<file path="src/rtl/spc_pkg.sv">
package spc_pkg;

    typedef enum logic [1:0] {
        PW_OFF   = 2'd0,
        PW_WAKE  = 2'd1,
        PW_GRACE = 2'd2,
        PW_ON    = 2'd3
    } pwr_state_t;

    typedef struct packed {
        logic pump;
        logic tx;
    } drive_t;

    function automatic drive_t decode_drive(pwr_state_t st);
        drive_t d;
        d.pump = (st != PW_OFF);
        d.tx   = (st == PW_GRACE) || (st == PW_ON);
        return d;
    endfunction

    function automatic int max2(int a, int b);
        return (a > b) ? a : b;
    endfunction

endpackage

</file>
<file path="src/rtl/spc_sync.sv">
module spc_sync #(
    parameter int N_RX = 2
) (
    input  logic            clk,
    input  logic            rst,
    input  logic [N_RX-1:0] raw,
    output logic            any_sync
);
    logic [N_RX-1:0] stage1;
    logic [N_RX-1:0] stage2;

    genvar i;
    generate
        for (i = 0; i < N_RX; i++) begin : g_bit
            always_ff @(posedge clk) begin
                if (rst) begin
                    stage1[i] <= 1'b0;
                    stage2[i] <= 1'b0;
                end else begin
                    stage1[i] <= raw[i];
                    stage2[i] <= stage1[i];
                end
            end
        end
    endgenerate

    assign any_sync = |stage2;


    sync_lag_chk: assert property (@(posedge clk) disable iff (rst)
        (any_sync && !$past(rst)) |-> $past(|stage1));
endmodule

</file>
<file path="src/rtl/spc_presence.sv">
module spc_presence #(
    parameter int INVL_CYC = 6,
    parameter int INVH_CYC = 2
) (
    input  logic clk,
    input  logic rst,
    input  logic any_valid,
    output logic present
);
    import spc_pkg::*;

    localparam int CW = $clog2(max2(INVL_CYC, INVH_CYC) + 1);

    logic [CW-1:0] run_q;
    logic [CW-1:0] lim;
    logic          valid_q;

    always_comb begin
        lim = valid_q ? CW'(INVL_CYC - 1) : CW'(INVH_CYC - 1);
    end

    always_ff @(posedge clk) begin
        if (rst) begin
            valid_q <= 1'b0;
            run_q   <= '0;
        end else if (any_valid == valid_q) begin
            run_q <= '0;
        end else if (run_q == lim) begin
            valid_q <= ~valid_q;
            run_q   <= '0;
        end else begin
            run_q <= run_q + 1'b1;
        end
    end

    assign present = valid_q;


    rise_cause_chk: assert property (@(posedge clk) disable iff (rst)
        $rose(valid_q) |-> $past(any_valid));


    fall_cause_chk: assert property (@(posedge clk) disable iff (rst)
        $fell(valid_q) |-> !$past(any_valid));


    quiet_hold_chk: assert property (@(posedge clk) disable iff (rst)
        (!valid_q && !any_valid) |=> !valid_q);
endmodule

</file>
<file path="src/rtl/spc_power_fsm.sv">
module spc_power_fsm #(
    parameter int WAKE_CYC  = 12,
    parameter int GRACE_CYC = 8
) (
    input  logic clk,
    input  logic rst,
    input  logic force_off_n,
    input  logic force_on,
    input  logic present,
    output logic pump_en,
    output logic tx_en
);
    import spc_pkg::*;

    localparam int TW = $clog2(max2(WAKE_CYC, GRACE_CYC) + 1);

    pwr_state_t    state_q, state_d;
    logic [TW-1:0] tmr_q, tmr_d;
    drive_t        drv;

    always_comb begin
        state_d = state_q;
        tmr_d   = tmr_q;
        case (state_q)
            PW_OFF: begin
                tmr_d = '0;
                if (force_on || present) state_d = PW_WAKE;
            end
            PW_WAKE: begin
                if (tmr_q == TW'(WAKE_CYC - 1)) begin
                    state_d = force_on ? PW_ON : PW_GRACE;
                    tmr_d   = '0;
                end else begin
                    tmr_d = tmr_q + 1'b1;
                end
            end
            PW_GRACE: begin
                if (force_on || present) begin
                    state_d = PW_ON;
                    tmr_d   = '0;
                end else if (tmr_q == TW'(GRACE_CYC - 1)) begin
                    state_d = PW_OFF;
                    tmr_d   = '0;
                end else begin
                    tmr_d = tmr_q + 1'b1;
                end
            end
            default: begin
                tmr_d = '0;
                if (!force_on && !present) state_d = PW_OFF;
            end
        endcase
        if (!force_off_n) begin
            state_d = PW_OFF;
            tmr_d   = '0;
        end
    end

    always_ff @(posedge clk) begin
        if (rst) begin
            state_q <= PW_OFF;
            tmr_q   <= '0;
        end else begin
            state_q <= state_d;
            tmr_q   <= tmr_d;
        end
    end

    assign drv     = decode_drive(state_q);
    assign pump_en = drv.pump;
    assign tx_en   = drv.tx;


    force_off_chk: assert property (@(posedge clk) disable iff (rst)
        !force_off_n |=> (!tx_en && !pump_en));


    pump_first_chk: assert property (@(posedge clk) disable iff (rst)
        $rose(tx_en) |-> $past(pump_en));


    forced_hold_chk: assert property (@(posedge clk) disable iff (rst)
        (force_off_n && force_on && tx_en) |=> tx_en);


    auto_drop_chk: assert property (@(posedge clk) disable iff (rst)
        (force_off_n && !force_on && !present && state_q == PW_ON) |=> !pump_en);
endmodule

</file>
<file path="src/rtl/serial_pwr_ctrl.sv">
module serial_pwr_ctrl #(
    parameter int N_RX      = 2,
    parameter int INVL_CYC  = 6,
    parameter int INVH_CYC  = 2,
    parameter int WAKE_CYC  = 12,
    parameter int GRACE_CYC = 8
) (
    input  logic            clk,
    input  logic            rst,
    input  logic [N_RX-1:0] lvl_ok,
    input  logic            force_off_n,
    input  logic            force_on,
    input  logic            rx_en_n,
    output logic            tx_en,
    output logic            pump_en,
    output logic            rx_oe,
    output logic            invalid_n
);
    logic any_valid;
    logic present;

    spc_sync #(.N_RX(N_RX)) u_sync (
        .clk      (clk),
        .rst      (rst),
        .raw      (lvl_ok),
        .any_sync (any_valid)
    );

    spc_presence #(.INVL_CYC(INVL_CYC), .INVH_CYC(INVH_CYC)) u_pres (
        .clk       (clk),
        .rst       (rst),
        .any_valid (any_valid),
        .present   (present)
    );

    spc_power_fsm #(.WAKE_CYC(WAKE_CYC), .GRACE_CYC(GRACE_CYC)) u_fsm (
        .clk         (clk),
        .rst         (rst),
        .force_off_n (force_off_n),
        .force_on    (force_on),
        .present     (present),
        .pump_en     (pump_en),
        .tx_en       (tx_en)
    );

    assign rx_oe     = ~rx_en_n;
    assign invalid_n = present;


    reset_quiet_chk: assert property (@(posedge clk)
        rst |=> (!tx_en && !pump_en && !invalid_n));
endmodule

</file>
<file path="config.mk">
export PLATFORM = sky130hd
export DESIGN_NAME = serial_pwr_ctrl
export DESIGN_NICKNAME = d
export VERILOG_FILES = /design/src/rtl/spc_pkg.sv /design/src/rtl/spc_sync.sv /design/src/rtl/spc_presence.sv /design/src/rtl/spc_power_fsm.sv /design/src/rtl/serial_pwr_ctrl.sv
export SDC_FILE = /design/constraint.sdc
export NUM_CORES = 1
export LEC_CHECK = 0
export BUFFER_PORTS_ARGS = -buffer_cell sky130_fd_sc_hd__clkbuf_2
export CAP_MARGIN = 20
export CORE_MARGIN = 4
export CORE_UTILIZATION = 34
export DETAILED_ROUTE_END_ITERATION = 8
export PLACE_DENSITY = 0.5
export SYNTH_ARGS = -nofsm -noshare
export SYNTH_HDL_FRONTEND = slang
export SYNTH_SLANG_ARGS = --single-unit
export TNS_END_PERCENT = 20
</file>
<file path="constraint.sdc">
create_clock -name clk -period 1.75 [get_ports clk]
set_clock_uncertainty 0.15 [all_clocks]
set_input_delay 0.175 -clock clk [delete_from_list [all_inputs] [get_ports clk]]
set_output_delay 0.175 -clock clk [all_outputs]
set_load 0.03 [all_outputs]
</file>
==> reports/metrics.yaml <==
place_congestion: 0.747
crit_type: "flip-flop to output port"
wire_per_inst_um: 9.57
ys_types: 23
outcome: "finished, final reports clean"
cp_slowest_cell: "dfxtp_1"
wl_mm: 1.16
cap_violations: 0
rsz0062_at_grt: "no"
worst-path-max-fanout: 8
area_growth_pct: 22.7
switching_share_pct: 24.5
cts_max_level: 1
placed_cells: 114
power.density_nw_per_um2: 779
setup-tns-final_ns: 0
drc: 0
fin_crit_sh_pct: 95.1
drtPass1Iterations: 4
place_hpwl_um: 875
setup_viol: 0
fmax_mhz: 601
sequentialPowerShare_pct: 50.4
p_sw_w: 0.000163
hold_viol: 0
cts_tree: "done"
holdCritPathClass: "primary input to flip-flop"
slew-limit-headroom_pct: 65.5
ys_seq_elements: 14
die_area_um2: 2830
antenna_found_initial: 0
endpoint_kind: "output port"
multi_input_area_um2: 395
numCtsBuffers: 3
vias: 544
grt_max_degree: 9
setup_ws_ns: 0.0851
use_met3_pct: 3.38
grt_use_met2_pct: 14.7
clockRootBuffer: "clkbuf_4"
syn_nets: 92
clockBufferDepth: 2
p_int_w: 0.000502
grtUsageTotal_pct: 9.87
grt_util_met1_pct: 12.4
critPathLaunchType: "flip-flop"
cpPeakStageDelay_ns: 0.33
nFillCells: 219
grt_pass1_wl_mm: 2.01
busiest_layer: "met2"
clk_latency_ns: 0.27
drive_gt1_share_pct: 20.2
postRouteAntennaNets: 0
num_io_pins: 11
arrival_ns: 1.34
io_buffers: 10
finalNonFillerCells: 121
place_ws_ns: 0.168
start_util_pct: 35.5
core-area_um2: 1960
syn_inst: 77
required_ns: 1.42
num_rows: 16
fp.dieH_um: 53.2
path_cells: "inv_1, ha_2, or2_1, clkbuf_2"
min_period_ns: 1.66
tightest_slew_ns: 0.517
cts_sinks: 14
diodes: 0
synth_warnings: 0
power.share.clock_pct: 33.8
irDropWorstVdd_mv: 0.502
grt_remaining_overflow: 0
p_leak_nw: 0.372
synth_area_um2: 696
power_frac_comb_pct: 15.7
drtIter0Drc: 6
grt_pass1_vias: 492
die_x_um: 53.2
hold_slack_ns: 0.161
cts.clk_slew.worst_paths_ns: 0.08
regArea_um2: 282
fin_nets: 110
slew_viol_final: 0
via_per_inst: 4.50
syn_avg_cell_area_um2: 9.03
seq_area_frac_synth_pct: 40.3
-- metal layers --
layer / vias up / wire length [um]
met5: - / 0
met4: 0 / 14
met3: 2 / 50
met2: 12 / 521
met1: 239 / 571
li1: 291 / -
-- cell usage after synthesis --
library cell | count | share of area, %
a21o_1 | 1 | 1.1
a21oi_1 | 3 | 2.2
a22oi_1 | 1 | 1.1
a32oi_2 | 1 | 2.3
clkbuf_1 | 1 | 0.54
dfxtp_1 | 14 | 40
ha_1 | 8 | 14
inv_1 | 5 | 2.7
mux2i_1 | 2 | 2.9
nand2_1 | 6 | 3.2
nand2b_1 | 1 | 0.90
nand3_1 | 4 | 2.9
nand3b_1 | 5 | 5.4
nor2_1 | 9 | 4.9
nor2_2 | 1 | 0.90
nor2b_1 | 6 | 5.4
nor4_1 | 1 | 0.90
o21ai_0 | 1 | 0.72
o22ai_1 | 2 | 1.8
or2_1 | 1 | 0.90
or3_1 | 1 | 0.90
xnor2_1 | 1 | 1.3
xor2_1 | 2 | 2.5
-- placed cells by master, fill, tap and decap left out, types with 2 or more instances in the layout --
| cell | synthesis | layout |
|---|---|---|
| nand3_1 | 4 | 4 |
| nand3b_1 | 5 | 5 |
| inv_1 | 5 | 5 |
| o22ai_1 | 2 | 2 |
| nand2_1 | 6 | 6 |
| dfxtp_1 | 14 | 13 |
| dlygate4sd3_1 | 0 | 3 |
| nor2_1 | 9 | 9 |
| nor2b_1 | 6 | 6 |
| ha_1 | 8 | 7 |
| clkbuf_2 | 0 | 10 |
| clkbuf_4 | 0 | 3 |
| mux2i_1 | 2 | 2 |
| a21oi_1 | 3 | 3 |
| xor2_1 | 2 | 2 |
-- sequential cells by signal, summed over array words and instances (netlist names) --
name	count
u_sync.stage1	2
u_sync.stage2	2
u_pres.present	1
u_fsm.state_q	2
u_fsm.tmr_q	4
u_pres.run_q	3
-- path summary, 6_finish.rpt --
check | slack (ns) | endpoint | startpoint | cells past startpoint
max | 0.09 | tx_en | u_fsm.state_q[0] | 4
min | 0.16 | u_fsm.tmr_q[1] | force_on | 4
max reg2reg | 0.17 | u_fsm.state_q[1] | u_fsm.state_q[0] | 5
min reg2reg | 0.29 | u_sync.stage2[0] | u_sync.stage1[0] | 1
-- what timing repair did --
action	4_1_cts	5_1_grt
hold endpoints to repair	3	0
setup endpoints to repair	1	2
hold buffers	3	0
buffers inserted	0	0
gates resized for setup	1	1
-- through the flow --
step / util [%] / power [W] / cell area, um2
final: 43.5 / 0.000665 / 853
after global routing: 43.5 / 0.000709 / 853
after CTS: 43.4 / 0.000680 / 852
after detailed placement: 39.9 / 0.000442 / 783
after global placement: 39.9 / 0.000442 / 783
after floorplan: - / 0.000413 / 696
-- worst max-delay path: cells and delay by family, from the launching register on --
kind / cells / cell delay, ns
flip-flops: 1 / 0.33
adder cells (fa/ha/maj): 1 / 0.24
AND/OR/NAND/NOR: 1 / 0.24
buffers and inverters: 2 / 0.25
-- cell families after synthesis --
| kind of cell | Yosys count | share of synthesized area [%] |
|---|---|---|
| AO/OA/AOI/OAI | 9 | 9.17 |
| XOR/XNOR | 3 | 3.78 |
| adder cells (fa/ha/maj) | 8 | 14.4 |
| buffers and inverters | 6 | 3.24 |
| flip-flops | 14 | 40.3 |
| multiplexers | 2 | 2.88 |
| AND/OR/NAND/NOR | 35 | 26.3 |
-- power by group through the flow --
stage,clock (W),combinational (W),sequential (W)
floorplan,0,0.0000677,0.000345
global placement,0,0.0000999,0.000343
detailed placement,0,0.0000997,0.000343
CTS,0.000239,0.000106,0.000335
global route,0.000256,0.000116,0.000337
finish,0.000225,0.000105,0.000335
-- layout make-up --
cell class	count	share of cell area, %
sequential	14	33.0
inverter	5	2.20
timing repair buffer	14	10.3
clock buffer	4	4.25
multi-input combinational	57	46.3
tap	27	3.96
No activity file was read; power rests on OpenSTA's default activity.
